## src/rtl/cal_alarm_pkg.sv

```systemverilog
// Package: shared sizes, field widths and register addresses of the
// calendar alarm unit. Assumes eight calendar fields, none wider than 12 bits.
package cal_alarm_pkg;
    localparam int unsigned NF   = 8;
    localparam int unsigned MAXW = 12;
    localparam int unsigned AW   = 4;
    localparam int unsigned DW   = 32;
    localparam int unsigned FIELD_W [NF] = '{6, 6, 5, 5, 3, 9, 4, 12};

    localparam logic [AW-1:0] A_MASK    = 4'd0;
    localparam logic [AW-1:0] A_ALM0    = 4'd1;
    localparam logic [AW-1:0] A_ALM_END = 4'd8;
    localparam logic [AW-1:0] A_STATUS  = 4'd9;
    localparam logic [AW-1:0] A_ENABLE  = 4'd10;
    localparam logic [AW-1:0] A_TIMEOUT = 4'd11;

    localparam int unsigned B_ALARM = 0;
    localparam int unsigned B_OSC   = 4;

    typedef logic [MAXW-1:0] field_t;
endpackage

```

## src/rtl/cal_field_match.sv

```systemverilog
// Module: compares each live calendar field with its alarm value, applies
// the exclusion mask and reports a one-cycle event on a new full match.
// Assumes inputs are zero-padded to MAXW bits.
module cal_field_match
    import cal_alarm_pkg::*;
(
    input  logic          clk,
    input  logic          rst_n,
    input  field_t        now_f [NF],
    input  field_t        alm_f [NF],
    input  logic [NF-1:0] mask,
    output logic          match_evt
);
    logic [NF-1:0] eq;
    logic          match_now;
    logic          match_q;

    for (genvar i = 0; i < NF; i++) begin : g_cmp
        localparam int unsigned W = FIELD_W[i];
        // per-field equality on the field's own width
        assign eq[i] = (now_f[i][W-1:0] == alm_f[i][W-1:0]);
    end

    // full match needs at least one included field
    assign match_now = (~mask != '0) && ((eq | mask) == '1);

    // remember last cycle's match for edge detection
    always_ff @(posedge clk) begin
        if (!rst_n) match_q <= 1'b0;
        else        match_q <= match_now;
    end

    assign match_evt = match_now && !match_q;
endmodule

```

## src/rtl/cal_osc_watch.sv

```systemverilog
// Module: synchronises the slow clock, detects its edges and counts system
// clocks since the last one; flags a stop once the count reaches timeout.
// Assumes the slow clock is much slower than the system clock.
module cal_osc_watch #(
    parameter int unsigned TO_W = 16
) (
    input  logic            clk,
    input  logic            rst_n,
    input  logic            slow_in,
    input  logic [TO_W-1:0] timeout,
    output logic            stopped
);
    logic [1:0]      sync_q;
    logic            last_q;
    logic            edge_seen;
    logic [TO_W-1:0] idle_cnt;

    // two-flop synchroniser plus a history flop for edge detection
    always_ff @(posedge clk) begin
        if (!rst_n) begin
            sync_q <= '0;
            last_q <= 1'b0;
        end else begin
            sync_q <= {sync_q[0], slow_in};
            last_q <= sync_q[1];
        end
    end

    assign edge_seen = sync_q[1] ^ last_q;

    // saturating count of system clocks since the last slow edge
    always_ff @(posedge clk) begin
        if (!rst_n)                idle_cnt <= '0;
        else if (edge_seen)        idle_cnt <= '0;
        else if (idle_cnt != '1)   idle_cnt <= idle_cnt + 1'b1;
    end

    assign stopped = (idle_cnt >= timeout);
endmodule

```

## src/rtl/cal_alarm_regs.sv

```systemverilog
// Module: register file for mask, alarm values, status flags, enable and
// timeout; the flags are sticky and cleared by write-one, and a set wins.
// Assumes single-cycle writes and combinational reads.
module cal_alarm_regs
    import cal_alarm_pkg::*;
#(
    parameter int unsigned TO_W        = 16,
    parameter int unsigned TIMEOUT_DEF = 64
) (
    input  logic            clk,
    input  logic            rst_n,
    input  logic [AW-1:0]   addr,
    input  logic            we,
    input  logic [DW-1:0]   wdata,
    output logic [DW-1:0]   rdata,
    input  logic            alarm_evt,
    input  logic            osc_stop,
    output logic [NF-1:0]   mask,
    output field_t          alm_f [NF],
    output logic [TO_W-1:0] timeout,
    output logic            osc_en,
    output logic            osc_flag,
    output logic            alarm_flag
);
    logic wr_status;
    assign wr_status = we && (addr == A_STATUS);

    // mask, enable and timeout registers
    always_ff @(posedge clk) begin
        if (!rst_n) begin
            mask    <= '0;
            osc_en  <= 1'b0;
            timeout <= TO_W'(TIMEOUT_DEF);
        end else if (we) begin
            if (addr == A_MASK)    mask    <= wdata[NF-1:0];
            if (addr == A_ENABLE)  osc_en  <= wdata[B_OSC];
            if (addr == A_TIMEOUT) timeout <= wdata[TO_W-1:0];
        end
    end

    for (genvar i = 0; i < NF; i++) begin : g_alm
        localparam field_t FMASK = field_t'((1 << FIELD_W[i]) - 1);
        // alarm value register, trimmed to the field width
        always_ff @(posedge clk) begin
            if (!rst_n)                                  alm_f[i] <= '0;
            else if (we && addr == A_ALM0 + AW'(i))      alm_f[i] <= wdata[MAXW-1:0] & FMASK;
        end
    end

    // sticky alarm flag: event sets, write-one clears, set has priority
    always_ff @(posedge clk) begin
        if (!rst_n)                            alarm_flag <= 1'b0;
        else if (alarm_evt)                    alarm_flag <= 1'b1;
        else if (wr_status && wdata[B_ALARM])  alarm_flag <= 1'b0;
    end

    // sticky oscillator-fail flag: set at reset, detection beats clear
    always_ff @(posedge clk) begin
        if (!rst_n)                          osc_flag <= 1'b1;
        else if (osc_stop)                   osc_flag <= 1'b1;
        else if (wr_status && wdata[B_OSC])  osc_flag <= 1'b0;
    end

    // read multiplexer, reserved bits return zero
    always_comb begin
        rdata = '0;
        if (addr == A_MASK) begin
            rdata[NF-1:0] = mask;
        end else if (addr >= A_ALM0 && addr <= A_ALM_END) begin
            rdata[MAXW-1:0] = alm_f[3'(addr - A_ALM0)];
        end else if (addr == A_STATUS) begin
            rdata[B_ALARM] = alarm_flag;
            rdata[B_OSC]   = osc_flag;
        end else if (addr == A_ENABLE) begin
            rdata[B_OSC] = osc_en;
        end else if (addr == A_TIMEOUT) begin
            rdata[TO_W-1:0] = timeout;
        end
    end
endmodule

```

## src/rtl/cal_alarm_unit.sv

```systemverilog
// Module: top of the calendar alarm unit; packs the live time fields,
// and connects the comparator, the oscillator watch and the register file.
// Assumes the time inputs are synchronous to clk.
module cal_alarm_unit
    import cal_alarm_pkg::*;
#(
    parameter int unsigned TO_W        = 16,
    parameter int unsigned TIMEOUT_DEF = 64
) (
    input  logic          clk,
    input  logic          rst_n,
    input  logic [5:0]    now_sec,
    input  logic [5:0]    now_min,
    input  logic [4:0]    now_hour,
    input  logic [4:0]    now_dom,
    input  logic [2:0]    now_dow,
    input  logic [8:0]    now_doy,
    input  logic [3:0]    now_mon,
    input  logic [11:0]   now_year,
    input  logic          slow_clk_in,
    input  logic [3:0]    reg_addr,
    input  logic          reg_we,
    input  logic [31:0]   reg_wdata,
    output logic [31:0]   reg_rdata,
    output logic          alarm_flag,
    output logic          osc_irq
);
    field_t          now_f [NF];
    field_t          alm_f [NF];
    logic [NF-1:0]   mask;
    logic [TO_W-1:0] timeout;
    logic            alarm_evt;
    logic            stopped;
    logic            osc_en;
    logic            osc_flag;

    // zero-pad the live fields into the common field array
    assign now_f[0] = field_t'(now_sec);
    assign now_f[1] = field_t'(now_min);
    assign now_f[2] = field_t'(now_hour);
    assign now_f[3] = field_t'(now_dom);
    assign now_f[4] = field_t'(now_dow);
    assign now_f[5] = field_t'(now_doy);
    assign now_f[6] = field_t'(now_mon);
    assign now_f[7] = field_t'(now_year);

    cal_field_match u_match (
        .clk(clk), .rst_n(rst_n), .now_f(now_f), .alm_f(alm_f),
        .mask(mask), .match_evt(alarm_evt)
    );

    cal_osc_watch #(.TO_W(TO_W)) u_osc (
        .clk(clk), .rst_n(rst_n), .slow_in(slow_clk_in),
        .timeout(timeout), .stopped(stopped)
    );

    cal_alarm_regs #(.TO_W(TO_W), .TIMEOUT_DEF(TIMEOUT_DEF)) u_regs (
        .clk(clk), .rst_n(rst_n), .addr(reg_addr), .we(reg_we),
        .wdata(reg_wdata), .rdata(reg_rdata), .alarm_evt(alarm_evt),
        .osc_stop(stopped), .mask(mask), .alm_f(alm_f), .timeout(timeout),
        .osc_en(osc_en), .osc_flag(osc_flag), .alarm_flag(alarm_flag)
    );

    // interrupt only while flag and enable are both set
    assign osc_irq = osc_flag && osc_en;
endmodule

```

## config.mk

```make
export PLATFORM = sky130hd
export DESIGN_NAME = cal_alarm_unit
export DESIGN_NICKNAME = d
export VERILOG_FILES = /design/src/rtl/cal_alarm_pkg.sv /design/src/rtl/cal_field_match.sv /design/src/rtl/cal_osc_watch.sv /design/src/rtl/cal_alarm_regs.sv /design/src/rtl/cal_alarm_unit.sv
export SDC_FILE = /design/constraint.sdc
export NUM_CORES = 1
export LEC_CHECK = 0
export BUFFER_PORTS_ARGS = -buffer_cell sky130_fd_sc_hd__buf_4
export CAP_MARGIN = 20
export CORE_MARGIN = 5
export CORE_UTILIZATION = 45
export CTS_CLUSTER_SIZE = 16
export DETAILED_ROUTE_END_ITERATION = 10
export HOLD_SLACK_MARGIN = 0.03
export PLACE_DENSITY = 0.68
export SLEW_MARGIN = 0
export SYNTH_ARGS = -nofsm -noshare
export SYNTH_HDL_FRONTEND = slang
export SYNTH_SLANG_ARGS = --single-unit
```

## constraint.sdc

```tcl
create_clock -name clk -period 6.5 [get_ports clk]
set_clock_uncertainty 0.15 [all_clocks]
set_input_delay 0.325 -clock clk [delete_from_list [all_inputs] [get_ports clk]]
set_output_delay 0.325 -clock clk [all_outputs]
set_load 0.02 [all_outputs]
```

# Word-level counts from Yosys, hierarchy flattened

Index checks and enable logic that the tools add are counted.
Widths: inputs -> output; s select.

Multiplexer cells: 17
Magnitude comparators: 4
Bitwise gates (word level): 5
Multiply operators: 0
Eq/ne operators: 21
Shifts and indexed selects: 0
Divide/modulo/power cells: 0
Add/sub/neg operators: 2
Reductions and logical operators: 24

Operator list:

| operator              | count |
|---|---|
| $bmux 12 s3           | 1 |
| $mux 12               | 3 |
| $mux 11               | 2 |
| $add 16x1->16 const B | 1 |
| $eq 4x3->1 const B    | 4 |
| $eq 4x4->1 const B    | 4 |
| $ge 16x16->1          | 1 |
| $mux 16               | 1 |
| $mux 8                | 2 |
| $ne 16x16->1 const B  | 1 |
| $logic_and 1x1->1     | 15 |
| $eq 12x12->1          | 1 |
| $eq 6x6->1            | 2 |
| $eq 5x5->1            | 2 |
| $eq 9x9->1            | 1 |
| $eq 4x2->1 const B    | 2 |
| $eq 8x8->1 const B    | 1 |
| $mux 4                | 2 |
| $not 8->8             | 1 |
| $or 8x8->8            | 1 |
| $reduce_bool 8->1     | 1 |
| $reduce_and 2->1      | 3 |
| $mux 1                | 5 |
| $eq 4x1->1 const B    | 1 |
| 14 further kinds      | 15 |

Output and inout port bits: 34
Input bits: 90
Memories: 0
Bits in latches: 0
Bits in registers: 97
Memory bits (writable): 0
Bits in read-only memories: 0

# Depth between registers and ports, before layout

Gate-level depths: netlist (run 1).

Word-level depth: 7
Depth in mapped cells: 11
Depth with buffers taken out: 8

# Cells and area by module

From an unflattened synthesis (run 1), not the netlist that was laid out.

Cells, all modules: 725
Area total of the unflattened synthesis: 6158.4 um2

By module, submodules not included:

| module          | cells each | seq. area each (um2) | instances | area each (um2) |
|---|---|---|---|---|
| cal_alarm_regs  | 500        | 1541.5               | 1         | 4289.1 |
| cal_osc_watch   | 148        | 380.4                | 1         | 1239.9 |
| cal_field_match | 75         | 20.0                 | 1         | 619.3 |
| cal_alarm_unit  | 2          | 0.0                  | 1         | 10.0 |

# Worst setup path before layout (run 1)

No wires, ideal clock.

Path type: input port to output port
Start: in reg_addr[0]
End: out reg_rdata[8]
Path slack: 3.731 ns
Required time: 6.025 ns
Arrival: 2.294 ns
Cell stages on the path: 9
Path through: buf_2 > buf_2 > inv_1 > ha_1 > buf_2 > buf_2 > mux2i_1 > or3_1 > a21oi_1

Cells in the longest elaborated chain, start to end: 7

Ends and longest elaborated chain:

| what                                        | RTL line             | source |
|---|---|---|
| start: declaration                          | cal_alarm_unit.sv:21 | `input logic [3:0] reg_addr,` |
| $sub 3x1->3                                 | cal_alarm_regs.sv:70 | `rdata[MAXW-1:0] = alm_f[3'(addr - A_ALM0)];` |
| $not 3->4 (not written as such)             | cal_alarm_regs.sv:70 |  |
| $bmux 12 s3                                 | cal_alarm_regs.sv:70 |  |
| $mux 12 (not written as such) (2 in series) | cal_alarm_regs.sv:70 |  |
| $mux 12                                     | cal_alarm_regs.sv:69 | `end else if (addr >= A_ALM0 && addr <= A_ALM_END) begin` |
| $mux 8 *                                    | cal_alarm_regs.sv:67 | `if (addr == A_MASK) begin` |
| end: declaration                            | cal_alarm_unit.sv:24 | `output logic [31:0] reg_rdata,` |

Every way passes the cells marked *; elsewhere a longest branch is shown, timed or not. The select of a mux whose other input is x is not followed.

# Final worst setup path (run 1)

Start: in reg_addr[0]
End: out reg_rdata[3]

The elaborated chain is that of the path after synthesis.

==> summary.md, run 1 <==
| Metric | Value |
|---|---|
| # rows | `41` |
| Period minus WS final | `3.33 ns` |
| Fin util | `53.5%` |
| Sequential fraction of the synthesis area | `about a third` |
| Core area | `approximately 13000 um2` |
| Peak VDD IR | `between 0.08 and 0.09 mV` |
| Largest net degree at the start of global routing | `84` |
| Vias in the first global route | `4829` |
| Status | `completed` |
| Synth Area in Simple Gates | `between 20 and 25%` |
| CP max FO | `19` |
| I/O Buffers | `91` |
| Post-cts sizing count | `0` |
| Top-area cell type share of the netlist area | `roughly 34%` |
| DRT antenna net count | `0` |
| Slew Limit Fails | `0` |
| Maximum operating frequency | `roughly 300 MHz` |
| GRT Residual Overflow | `0` |
| DR vias/cell | `about 5.4` |
| First-pass GRT wire length | `24800 um` |
| Hold Buf Count CTS | `0` |
| Die area | `between 10000 and 15000 um2` |
| # diodes | `0` |
| Arrival time worst endpoint | `2.85 ns` |
| MaxCap Viol Count | `0` |
| Crit path required time | `approximately 6 ns` |
| Post-synthesis adder-cell area fraction | `between 4 and 5%` |
| # DRC | `0` |
| Final setup fails | `0` |
| Post-DP HPWL | `11600 um` |
| Most frequent cells in the layout | `nand2_1 (122), dfxtp_1 (97), buf_4 (93), a21boi_1 (47), xor2_1 (41)` |
| Total CTS buffers | `9` |
| Mux share of post-synthesis cell area | `slightly above 8%` |
| Clock-pin slew on the worst setup and hold paths | `around 0.060 ns` |
| Worst-Margin Slew | `approximately 1.1 ns` |
| Total power | `1360 uW` |
| Area Overhead vs Synth | `17.6%` |
| Total I/O pin count | `124` |
| Synth Area in XOR/XNOR | `8.78%` |
| Slew margin rel. | `between 20 and 30%` |
| RSZ-0062 raised after global routing | `no` |
| Iter 0 DRT Violations | `~450` |
| Final Hold Vio Count | `0` |
| Synth Cell Area | `between 5000 and 6000 um2` |
| Clock Latency Late Sink | `0.36 ns` |
| Most common library cell in the layout ignoring fill and taps | `nand2_1` |
| Clk buf depth | `2` |
| Cells after synthesis | `slightly below 700` |
| Vias | `around 5000` |
| Worst setup EP type | `output port` |
| Period Utilization, post-route | `51.2%` |
| CTS sink count | `97` |
| Main combinational cell family by area after synthesis | `simple AND/OR/NAND/NOR gates` |
| EDFF count, synth | `0` |
| Post-route cell area | `about 6700 um2` |
| Yosys reg bits | `97` |
| Placement Cell Area | `roughly 6400 um2` |
| Layout cells sized above 1 | `between 15 and 20%` |
| WL final | `15700 um` |
| Initial Util | `a little under half` |
| Synth warn | `0` |
| Setup crit start kind | `input pin` |
| Chip height | `roughly 120 um` |
| CTS root buf | `clkbuf_16` |
| First-pass iteration count of the detailed router | `5` |
| Synth cell types | `50` |
| Mean Syn Cell Area | `a little over 8 um2` |
| Fin nets | `859` |
| Synth area leader | `dfxtp_1` |
| GRT Overall Usage | `between 20% and 30%` |
| Main synth FF type | `dfxtp_1` |
| Leakage | `0.00268 uW` |
| Routed wire per std cell | `roughly 17 um` |
| Synth Area in Compound Gates | `between 10% and 20%` |
| Area contributors post-synth | `dfxtp_1 (34%), nand2_1 (8.0%), xor2_1 (6.3%)` |
| PD cells | `between 200 and 250 nW/um2` |
| Hold Crit Class | `in2reg` |
| CTS tree | `done` |
| H-tree depth | `3` |
| Post-CTS setup buffer count | `0` |
| Gp weighted congestion | `around 1` |
| Crit path kind | `in2out` |
| TNS Setup | `0 ns` |
| Async set-reset flop share out of synthesis | `0%` |
| Initial antenna violation count | `0` |
| Die X | `122 um` |
sequential cells by signal, indices dropped and copies added (netlist names):
signal             cells
u_match.match_q        1
u_osc.idle_cnt        16
u_osc.last_q           1
u_osc.sync_q           2
u_regs.alarm_flag      1
u_regs.alm_f          50
u_regs.mask            8
u_regs.osc_en          1
u_regs.osc_flag        1
u_regs.timeout        16
synthesized netlist by cell type (all sizes together) (2+ instances only):
library cell / instances
and4: 2
nor2b: 23
nand4: 9
or3: 3
nor3b: 2
nand2b: 5
nor2: 33
a22oi: 3
a21boi: 56
mux2: 2
nand2: 122
o2111a: 2
nor4: 10
buf: 28
o211ai: 3
a31oi: 6
nor3: 11
mux4: 8
a21oi: 30
dfxtp: 97
mux2i: 27
o21ai: 12
and2: 7
a21o: 5
a41oi: 2
clkbuf: 28
nand3: 25
and3: 13
ha: 22
inv: 21
xnor2: 16
xor2: 41
kinds of logic (layout without fill, tap and decap cells):
kind of cell | count (synthesis) | after routing
xor+xnor | 57 | 57
simple gates | 268 | 268
compound gates | 125 | 125
fa+ha+maj | 22 | 22
buf+inv | 77 | 129
flops | 97 | 97
mux | 37 | 37
other cells | 1 | 16
routing by layer:
layer	track usage [%]	share of wire (%)	up-vias
met1	28.7	44	2358
li1	-	-	2436
met2	33.7	45	203
met5	0	0	-
met4	8.40	2.8	0
met3	3.92	8.1	32
worst max-delay path: stages:
cell	delay (ns)
buf_4	0.27
inv_1	0.13
ha_1	0.87
mux2i_1	0.23
o22ai_1	0.25
mux2i_1	0.13
nor2_1	0.11
a21oi_1	0.05
a21oi_1	0.27
buf_4	0.20
power by group:
group | internal [uW] | switching (uW) | total (uW)
logic | 74.5 | 92.6 | 167
clock network | 345 | 234 | 579
registers | 602 | 8.38 | 611
total | 1020 | 335 | 1360
layout make-up:
class,instances,area [um2]
clock buffer,10,239
tap,172,215
inverter,21,78.8
fill,1187,5820
sequential,97,1940
clock inverter,5,80.1
multi-input combinational,525,3440
timing repair buffer,93,698
stage by stage:
stage	std cells	worst slack [ns]	hold WS, ns
floorplan	699	3.73	0.239
global placement	907	3.27	0.249
detailed placement	907	3.21	0.254
CTS	922	3.17	0.0312
global route	923	3.07	0.0556
finish	923	3.17	0.0443
path summary, 6_finish.rpt:
path                     start           endpoint  slack (ns)  cells after the start
max                reg_addr[0]       reg_rdata[3]        3.17                     10
min                slow_clk_in    u_osc.sync_q[0]        0.04                      2
max reg2reg  u_regs.timeout[5]    u_regs.osc_flag        4.27                      8
min reg2reg    u_match.match_q  u_regs.alarm_flag        0.26                      1
(Power assumes the default switching activity.)
==> run 2: changes to the inputs <==
--- a/config.mk
+++ b/config.mk
@@ -5,6 +5,7 @@
 export SDC_FILE = /design/constraint.sdc
 export NUM_CORES = 1
 export LEC_CHECK = 0
+export ABC_AREA = 1
 export BUFFER_PORTS_ARGS = -buffer_cell sky130_fd_sc_hd__buf_4
 export CAP_MARGIN = 20
 export CORE_MARGIN = 5
@@ -12,7 +13,7 @@
 export CTS_CLUSTER_SIZE = 16
 export DETAILED_ROUTE_END_ITERATION = 10
 export HOLD_SLACK_MARGIN = 0.03
-export PLACE_DENSITY = 0.68
+export PLACE_DENSITY = 0.71
 export SLEW_MARGIN = 0
 export SYNTH_ARGS = -nofsm -noshare
 export SYNTH_HDL_FRONTEND = slang
==> constraint.sdc (replaced) <==
create_clock -name clk -period 3.02 [get_ports clk]
set_clock_uncertainty 0.15 [all_clocks]
set_input_delay 0.151 -clock clk [delete_from_list [all_inputs] [get_ports clk]]
set_output_delay 0.151 -clock clk [all_outputs]
set_load 0.02 [all_outputs]
==> run 2 against run 1 <==
Against the previous run:
- total power rose by 110%
- sequential share of layout area fell by 1.1 points
- synthesized cell count rose by 25%
- final area rose by 4.0%
- flip-flop and latch count did not move
- count of clock-buffer cells in the layout rose by 3
- largest cell class unchanged
- routed wire length rose by 1.7%
- sequential power rose by 120%
- highest routed layer unchanged
- combinational power rose to 2.8 times the previous value
- largest power group unchanged
- setup slack got worse by 2.7 ns
- critical path depth fell by 1
==> summary.md, run 2 <==
| Metric | Value |
|---|---|
| Status | `completed` |
| CTS sink count | `97 (unchanged)` |
| Fill cells | `1241 (+4.5%)` |
| Area Overhead vs Synth | `21.5%` |
| Synth warn | `0 (unchanged)` |
| Peak VDD IR | `0.200 mV (+130%)` |
| Main synth FF type | `dfxtp_1` |
| Clock power frac | `37.6% (-5.1 points)` |
| Max reg flops | `50 (unchanged)` |
| Core area | `12600 um2 (+0.41%)` |
| Vias | `5660 (+13%)` |
| Synth Cell Area | `5730 um2 (+0.68%)` |
| Cell-by-cell trace of the critical path | `buf_4, inv_1, ha_1, inv_1, o21ai_0, o211ai_1, nand3_1, a31oi_1, buf_4` |
| WL final | `15900 um (+1.7%)` |
| Clock-pin slew on the worst setup and hold paths | `0.06 ns (about the same)` |
| H-tree depth | `3 (unchanged)` |
| Setup crit start kind | `input pin` |
| Switching Power | `784 uW (+130%)` |
| Sw Ratio | `27.2% (+2.5 points)` |
| Most frequent cell after synthesis | `nand2_1` |
| Final worst slack | `0.499 ns (-2.67 ns)` |
| Die area | `15100 um2 (+0.62%)` |
| Most common library cell in the layout ignoring fill and taps | `nand2_1` |
| EDFF count, synth | `0 (unchanged)` |
| Synth cell types | `40 (-20%)` |
| Logic pwr share | `16.4% (+4.1 points)` |
| Setup WS pre-CTS | `0.549 ns (-2.66 ns)` |
| Largest net degree at the start of global routing | `80 (-4.8%)` |
| Arrival time worst endpoint | `2.22 ns (-0.63 ns)` |
| Final setup fails | `0 (unchanged)` |
| Layout cells sized above 1 | `12.9% (-3.5 points)` |
| Fin nets | `1069 (+24%)` |
| Total power | `2880 uW (+110%)` |
| PD cells | `415 nW/um2 (+100%)` |
| Hold Buf Count CTS | `17 (+17)` |
| Worst setup EP type | `output port` |
| Register area | `1940 um2 (unchanged)` |
| Top-area cell type share of the netlist area | `33.9% (-0.23 points)` |
| Clk buf depth | `2 (unchanged)` |
| Sequential fraction of the synthesis area | `33.9% (-0.23 points)` |
| Synth area leader | `dfxtp_1` |
| Iter 0 DRT Violations | `392 (-13%)` |
| Yosys reg bits | `97 (unchanged)` |
| Sequential Power Share | `46.0% (+1.0 points)` |
| Crit path required time | `2.72 ns (-3.30 ns)` |
| Slew margin rel. | `53.5% (+25 points)` |
| RSZ-0062 raised after global routing | `no` |
| Worst-Margin Slew | `0.696 ns (-0.369 ns)` |
| First-pass GRT wire length | `25600 um (+3.3%)` |
| Clock Latency Late Sink | `0.35 ns (about the same)` |
| Routed wire per std cell | `14.1 um (-17%)` |
| Final Hold Vio Count | `0 (unchanged)` |
| CTS root buf | `clkbuf_16` |
| Period Utilization, post-route | `83.5%` |
| GRT Overall Usage | `21.7% (+0.46 points)` |
| # DRC | `0 (unchanged)` |
| Post-DP HPWL | `12100 um (+3.6%)` |
| CTS tree | `done` |
| Most frequent cells in the layout | `nand2_1 (143), inv_1 (115), nor2_1 (113), o21ai_0 (105)` |
| Fin util | `55.4% (+1.9 points)` |
| Hold Crit Class | `in2reg` |
| Slowest-stage cell, CP | `inv_1` |
| GRT Residual Overflow | `0 (unchanged)` |
| Cell family with most CP delay | `buffers and inverters` |
| MaxCap Viol Count | `0 (unchanged)` |
| Vias in the first global route | `5182 (+7.3%)` |
| Post-cts sizing count | `0 (unchanged)` |
| Crit path kind | `in2out` |
| Multi-input logic area | `3180 um2 (-7.6%)` |
| Total I/O pin count | `124 (unchanged)` |
| Slew Limit Fails | `0 (unchanged)` |
| Post-CTS setup buffer count | `0 (unchanged)` |
| Die X | `123 um (+0.31%)` |
| # diodes | `0 (unchanged)` |
| Leakage | `0.00318 uW (+19%)` |
| TNS Setup | `0 ns (unchanged)` |
| Chip height | `123 um (+0.31%)` |
| Buf+Inv Stages, Crit Path | `4 (+1)` |
| I/O Buffers | `91 (unchanged)` |
| Mean Syn Cell Area | `6.68 um2 (-20%)` |
| Biggest regs | `u_regs.alm_f: 50 flops, u_osc.idle_cnt: 16 flops, u_regs.timeout: 16 flops` |
| DR vias/cell | `5.00 (-8.3%)` |
| Cells after synthesis | `857 (+25%)` |
| Initial antenna violation count | `0 (unchanged)` |
| Most flop-heavy register | `u_regs.alm_f` |
| Async set-reset flop share out of synthesis | `0% (unchanged)` |
| Total CTS buffers | `9 (unchanged)` |
| CP max FO | `25 (+6)` |
| Largest stage delay on the critical path | `0.36 ns (-0.51 ns)` |
| Top post-synthesis cells by count | `nand2_1 (143), inv_1 (115), nor2_1 (113)` |
| P_int | `2100 uW (+110%)` |
| DRT antenna net count | `0 (unchanged)` |
| Period minus WS final | `~2.5 ns` |
| Area contributors post-synth | `dfxtp_1 (34%), nand2_1 (9.4%), o21ai_0 (9.2%)` |
| First-pass iteration count of the detailed router | `5 (unchanged)` |
| # rows | `41 (unchanged)` |
| Maximum operating frequency | `around 400 MHz` |
| Gp weighted congestion | `0.938 (-4.2%)` |
| Initial Util | `45.6% (+0.12 points)` |
| Hold Slack | `0.0679 ns (+0.0236 ns)` |
-- run 2: cell count changes after synthesis, moves of 13 or more --
cell | before | now
nor2b_1 | 22 | 0
nand2_1 | 122 | 143
a21boi_1 | 47 | 0
xor2_1 | 41 | 14
inv_1 | 21 | 115
and3_1 | 13 | 0
a21oi_1 | 30 | 96
mux2i_1 | 27 | 0
nor2_1 | 33 | 113
o21ai_0 | 10 | 105
-- run 2: cell families after synthesis --
family | after synthesis | share of synthesized area [%]
adders and majority gates | 22 | 4.81
buffers and inverters | 160 | 11.6
AOI/OAI and AO/OA | 223 | 20.6
DFF | 97 | 33.9
and+or+nand+nor | 318 | 23.5
other | 1 | 0.0655
xor gates and xnor gates | 36 | 5.50
-- run 2: worst paths after layout --
path / from / endpoint / slack [ns] / cells past startpoint
worst min register to register: u_osc.sync_q[0] / u_osc.sync_q[1] / 0.26 / 2
worst max register to register: u_osc.idle_cnt[1] / u_osc.idle_cnt[4] / 1.00 / 7
worst max-delay path: reg_addr[0] / reg_rdata[1] / 0.50 / 9
worst min-delay path: rst_n / u_regs.osc_en / 0.07 / 3
-- run 2: cell type report --
class / count / area share, %
clock inverters: 2 / 0.198
well taps: 172 / 3.09
clock buffers: 13 / 3.74
inverters: 120 / 6.49
repair buffers: 114 / 12.9
multi-input cells: 615 / 45.7
flip-flops and latches: 97 / 27.9
-- run 2: worst min-delay path, cell delays in order --
cell	delay (ns)
buf_4	0.12
inv_1	0.17
a311oi_1	0.07
-- run 2: metal layers --
layer | wire (um) | GRT usage [%] | vias up
met5 | 0 | 0 | -
met4 | 328 | 7.91 | 0
met3 | 1190 | 2.81 | 26
met2 | 7150 | 34.4 | 189
met1 | 7250 | 30.3 | 2507
li1 | - | - | 2938
-- run 2: power by group through the flow --
stage	Sequential, uW	Clock [uW]	Combinational [uW]
2_1_floorplan	1350	0	282
3_3_place_gp	1350	0	447
4_1_cts	1330	1110	471
5_1_grt	1330	1150	523
6_report	1330	1090	473
3_5_place_dp	1350	0	451
-- run 2: stage by stage --
step	cell area (um2)	instances
after floorplan	5780	872
after global placement	6510	1101
after detailed placement	6510	1101
after CTS	6960	1133
after global routing	6960	1133
final	6960	1133
==> run 3: changes to the inputs <==
--- a/config.mk
+++ b/config.mk
@@ -5,7 +5,7 @@
 export SDC_FILE = /design/constraint.sdc
 export NUM_CORES = 1
 export LEC_CHECK = 0
-export ABC_AREA = 1
+export ABC_AREA = 0
 export BUFFER_PORTS_ARGS = -buffer_cell sky130_fd_sc_hd__buf_4
 export CAP_MARGIN = 20
 export CORE_MARGIN = 5
@@ -13,7 +13,7 @@
 export CTS_CLUSTER_SIZE = 16
 export DETAILED_ROUTE_END_ITERATION = 10
 export HOLD_SLACK_MARGIN = 0.03
-export PLACE_DENSITY = 0.71
+export PLACE_DENSITY = 0.68
 export SLEW_MARGIN = 0
 export SYNTH_ARGS = -nofsm -noshare
 export SYNTH_HDL_FRONTEND = slang
==> constraint.sdc (replaced) <==
create_clock -name clk -period 2.61 [get_ports clk]
set_clock_uncertainty 0.15 [all_clocks]
set_input_delay 0.1305 -clock clk [delete_from_list [all_inputs] [get_ports clk]]
set_output_delay 0.1305 -clock clk [all_outputs]
set_load 0.02 [all_outputs]
==> run 3 against run 2 <==
Against the previous run:
- global-route usage is 0.52 points lower
- final area is 0.85% lower
- first-iteration DRC count is 1.5% higher
- total power is 12% higher
- sequential share of layout area is 0.24 points higher
- setup slack worse by 0.21 ns
- sequential power is 14% higher
- routed wire length is 1.7% lower
- clock power is 17% higher
- via count is 11% lower
- critical endpoint unchanged
==> summary.md, run 3 (synthesis gave the netlist of run 1 again) <==
| Metric | Value |
|---|---|
| Status | `completed` |
| Worst setup EP type | `output port` |
| Period minus WS final | `between 2 and 2.5 ns` |
| Largest stage delay on the critical path | `0.31 ns (-0.05 ns)` |
| Peak VDD IR | `0.232 mV (+16%)` |
| Slew Limit Fails | `0 (unchanged)` |
| CTS sink count | `97 (unchanged)` |
| DR vias/cell | `5.32 (+6.4%)` |
| Hold Crit Class | `in2reg` |
| Clock Latency Late Sink | `0.35 ns (about the same)` |
| Initial antenna violation count | `0 (unchanged)` |
| Post-DP HPWL | `11900 um (-1.7%)` |
| RSZ-0062 raised after global routing | `no` |
| PD cells | `470 nW/um2 (+13%)` |
| Max reg flops | `50 (unchanged)` |
| Total CTS buffers | `9 (unchanged)` |
| Final Hold Vio Count | `0 (unchanged)` |
| Hold Slack | `0.103 ns (+0.0348 ns)` |
| DRT antenna net count | `0 (unchanged)` |
| H-tree depth | `3 (unchanged)` |
| Fill cells | `1161 (-6.4%)` |
| Area Overhead vs Synth | `21.3%` |
| First-pass iteration count of the detailed router | `5 (unchanged)` |
| Total I/O pin count | `124 (unchanged)` |
| Setup crit start kind | `input pin` |
| MaxCap Viol Count | `0 (unchanged)` |
| Biggest regs | `u_regs.alm_f: 50 flops, u_osc.idle_cnt: 16 flops, u_regs.timeout: 16 flops` |
| TNS Setup | `0 ns (unchanged)` |
| Initial Util | `45.5% (-0.12 points)` |
| Gp weighted congestion | `0.927 (-1.1%)` |
| Core area | `12500 um2 (-0.41%)` |
| CTS tree | `done` |
| Vias | `5050 (-11%)` |
| Period Utilization, post-route | `between 80% and 90%` |
| Final setup fails | `0 (unchanged)` |
| Worst-Margin Slew | `0.649 ns (-0.0470 ns)` |
| Register area | `1940 um2 (unchanged)` |
| Chip height | `122 um (-0.31%)` |
| Most flop-heavy register | `u_regs.alm_f` |
| Clock-pin slew on the worst setup and hold paths | `0.06 ns (about the same)` |
| Layout cells sized above 1 | `17.1% (+4.2 points)` |
| # rows | `41 (unchanged)` |
| Maximum operating frequency | `~430 MHz` |
| # diodes | `0 (unchanged)` |
| Post-CTS setup buffer count | `0 (unchanged)` |
| Clk buf depth | `2 (unchanged)` |
| GRT Residual Overflow | `0 (unchanged)` |
| CTS root buf | `clkbuf_16` |
| Crit path required time | `2.33 ns (-0.39 ns)` |
| First-pass GRT wire length | `24900 um (-2.9%)` |
| Multi-input logic area | `3440 um2 (+8.3%)` |
| Slew margin rel. | `56.7% (+3.2 points)` |
| Die X | `122 um (-0.31%)` |
| WL final | `15700 um (-1.7%)` |
| Buf+Inv Stages, Crit Path | `3 (-1)` |
| Most common library cell in the layout ignoring fill and taps | `nand2_1` |
| GRT Overall Usage | `21.2% (-0.52 points)` |
| I/O Buffers | `91 (unchanged)` |
| Cell family with most CP delay | `compound AO/OA/AOI/OAI gates` |
| Cell-by-cell trace of the critical path | `buf_4, inv_1, ha_1, nor3b_1, nor2_1, a21oi_1, and2_1, a21oi_1, a21oi_1, buf_4` |
| Iter 0 DRT Violations | `398 (+1.5%)` |
| Fin util | `55.1% (-0.24 points)` |
| # DRC | `0 (unchanged)` |
| Most frequent cells in the layout | `nand2_1 (122), buf_4 (103), dfxtp_1 (97), a21boi_1 (47), xor2_1 (41)` |
| Total power | `3240 uW (+12%)` |
| Fin nets | `886 (-17%)` |
| Largest net degree at the start of global routing | `51 (-36%)` |
| Leakage | `0.00279 uW (-12%)` |
| Arrival time worst endpoint | `2.04 ns (-0.18 ns)` |
| CP max FO | `9 (-64%)` |
| Slowest-stage cell, CP | `and2_1` |
| Crit path kind | `in2out` |
| Vias in the first global route | `4895 (-5.5%)` |
| Die area | `15000 um2 (-0.62%)` |
| Routed wire per std cell | `16.5 um (+17%)` |
| CP most frequent cell | `a21oi_1` |
## run 3: layout make-up
cell class | count | share of cell area, %
clock buffers | 11 | 3.66
clock inverters | 4 | 0.399
inverters | 21 | 1.14
multi-input cells | 525 | 49.9
flip-flops and latches | 97 | 28.1
well taps | 172 | 3.12
repair buffers | 120 | 13.7
## run 3: repair_timing
action	4_1_cts	5_1_grt
hold buffers	17	0
gates resized for setup	0	0
endpoints found under the hold margin	60	0
## run 3: layer usage
| metal | track usage, % | vias up | part of all wire [%] |
|---|---|---|---|
| met2 | 34.0 | 185 | 47 |
| li1 | - | 2485 | - |
| met3 | 3.23 | 23 | 6.3 |
| met4 | 6.86 | 0 | 1.8 |
| met5 | 0 | - | 0 |
| met1 | 29.3 | 2357 | 45 |
## run 3: power by group
group | switching [uW] | internal [uW] | total [uW]
clock network | 580 | 695 | 1280
registers | 21.4 | 1500 | 1520
logic | 236 | 211 | 447
## run 3: path summary, 6_finish.rpt
kind	slack, ns	startpoint	depth (start not counted)	end
max reg2reg	0.44	u_regs.timeout[5]	8	u_regs.osc_flag
max	0.29	reg_addr[0]	10	reg_rdata[1]
min reg2reg	0.26	u_match.match_q	1	u_regs.alarm_flag
min	0.10	rst_n	5	u_match.match_q
## run 3: per-stage QoR
stage | setup WS [ns] | area [um2] | cells
finish | 0.286 | 6900 | 950
global route | 0.181 | 6900 | 950
CTS | 0.315 | 6900 | 950
detailed placement | 0.323 | 6450 | 918
global placement | 0.379 | 6450 | 918
floorplan | 0.230 | 5750 | 699
## run 3: worst reg2reg max path: stages (launching register included)
cell and delay (ns):
dfxtp_1 0.36, inv_1 0.06, ha_1 0.31, a21o_1 0.19, a21o_1 0.17, a211o_1 0.30, a211oi_1 0.26, o31a_1 0.17
o21ai_1 0.08
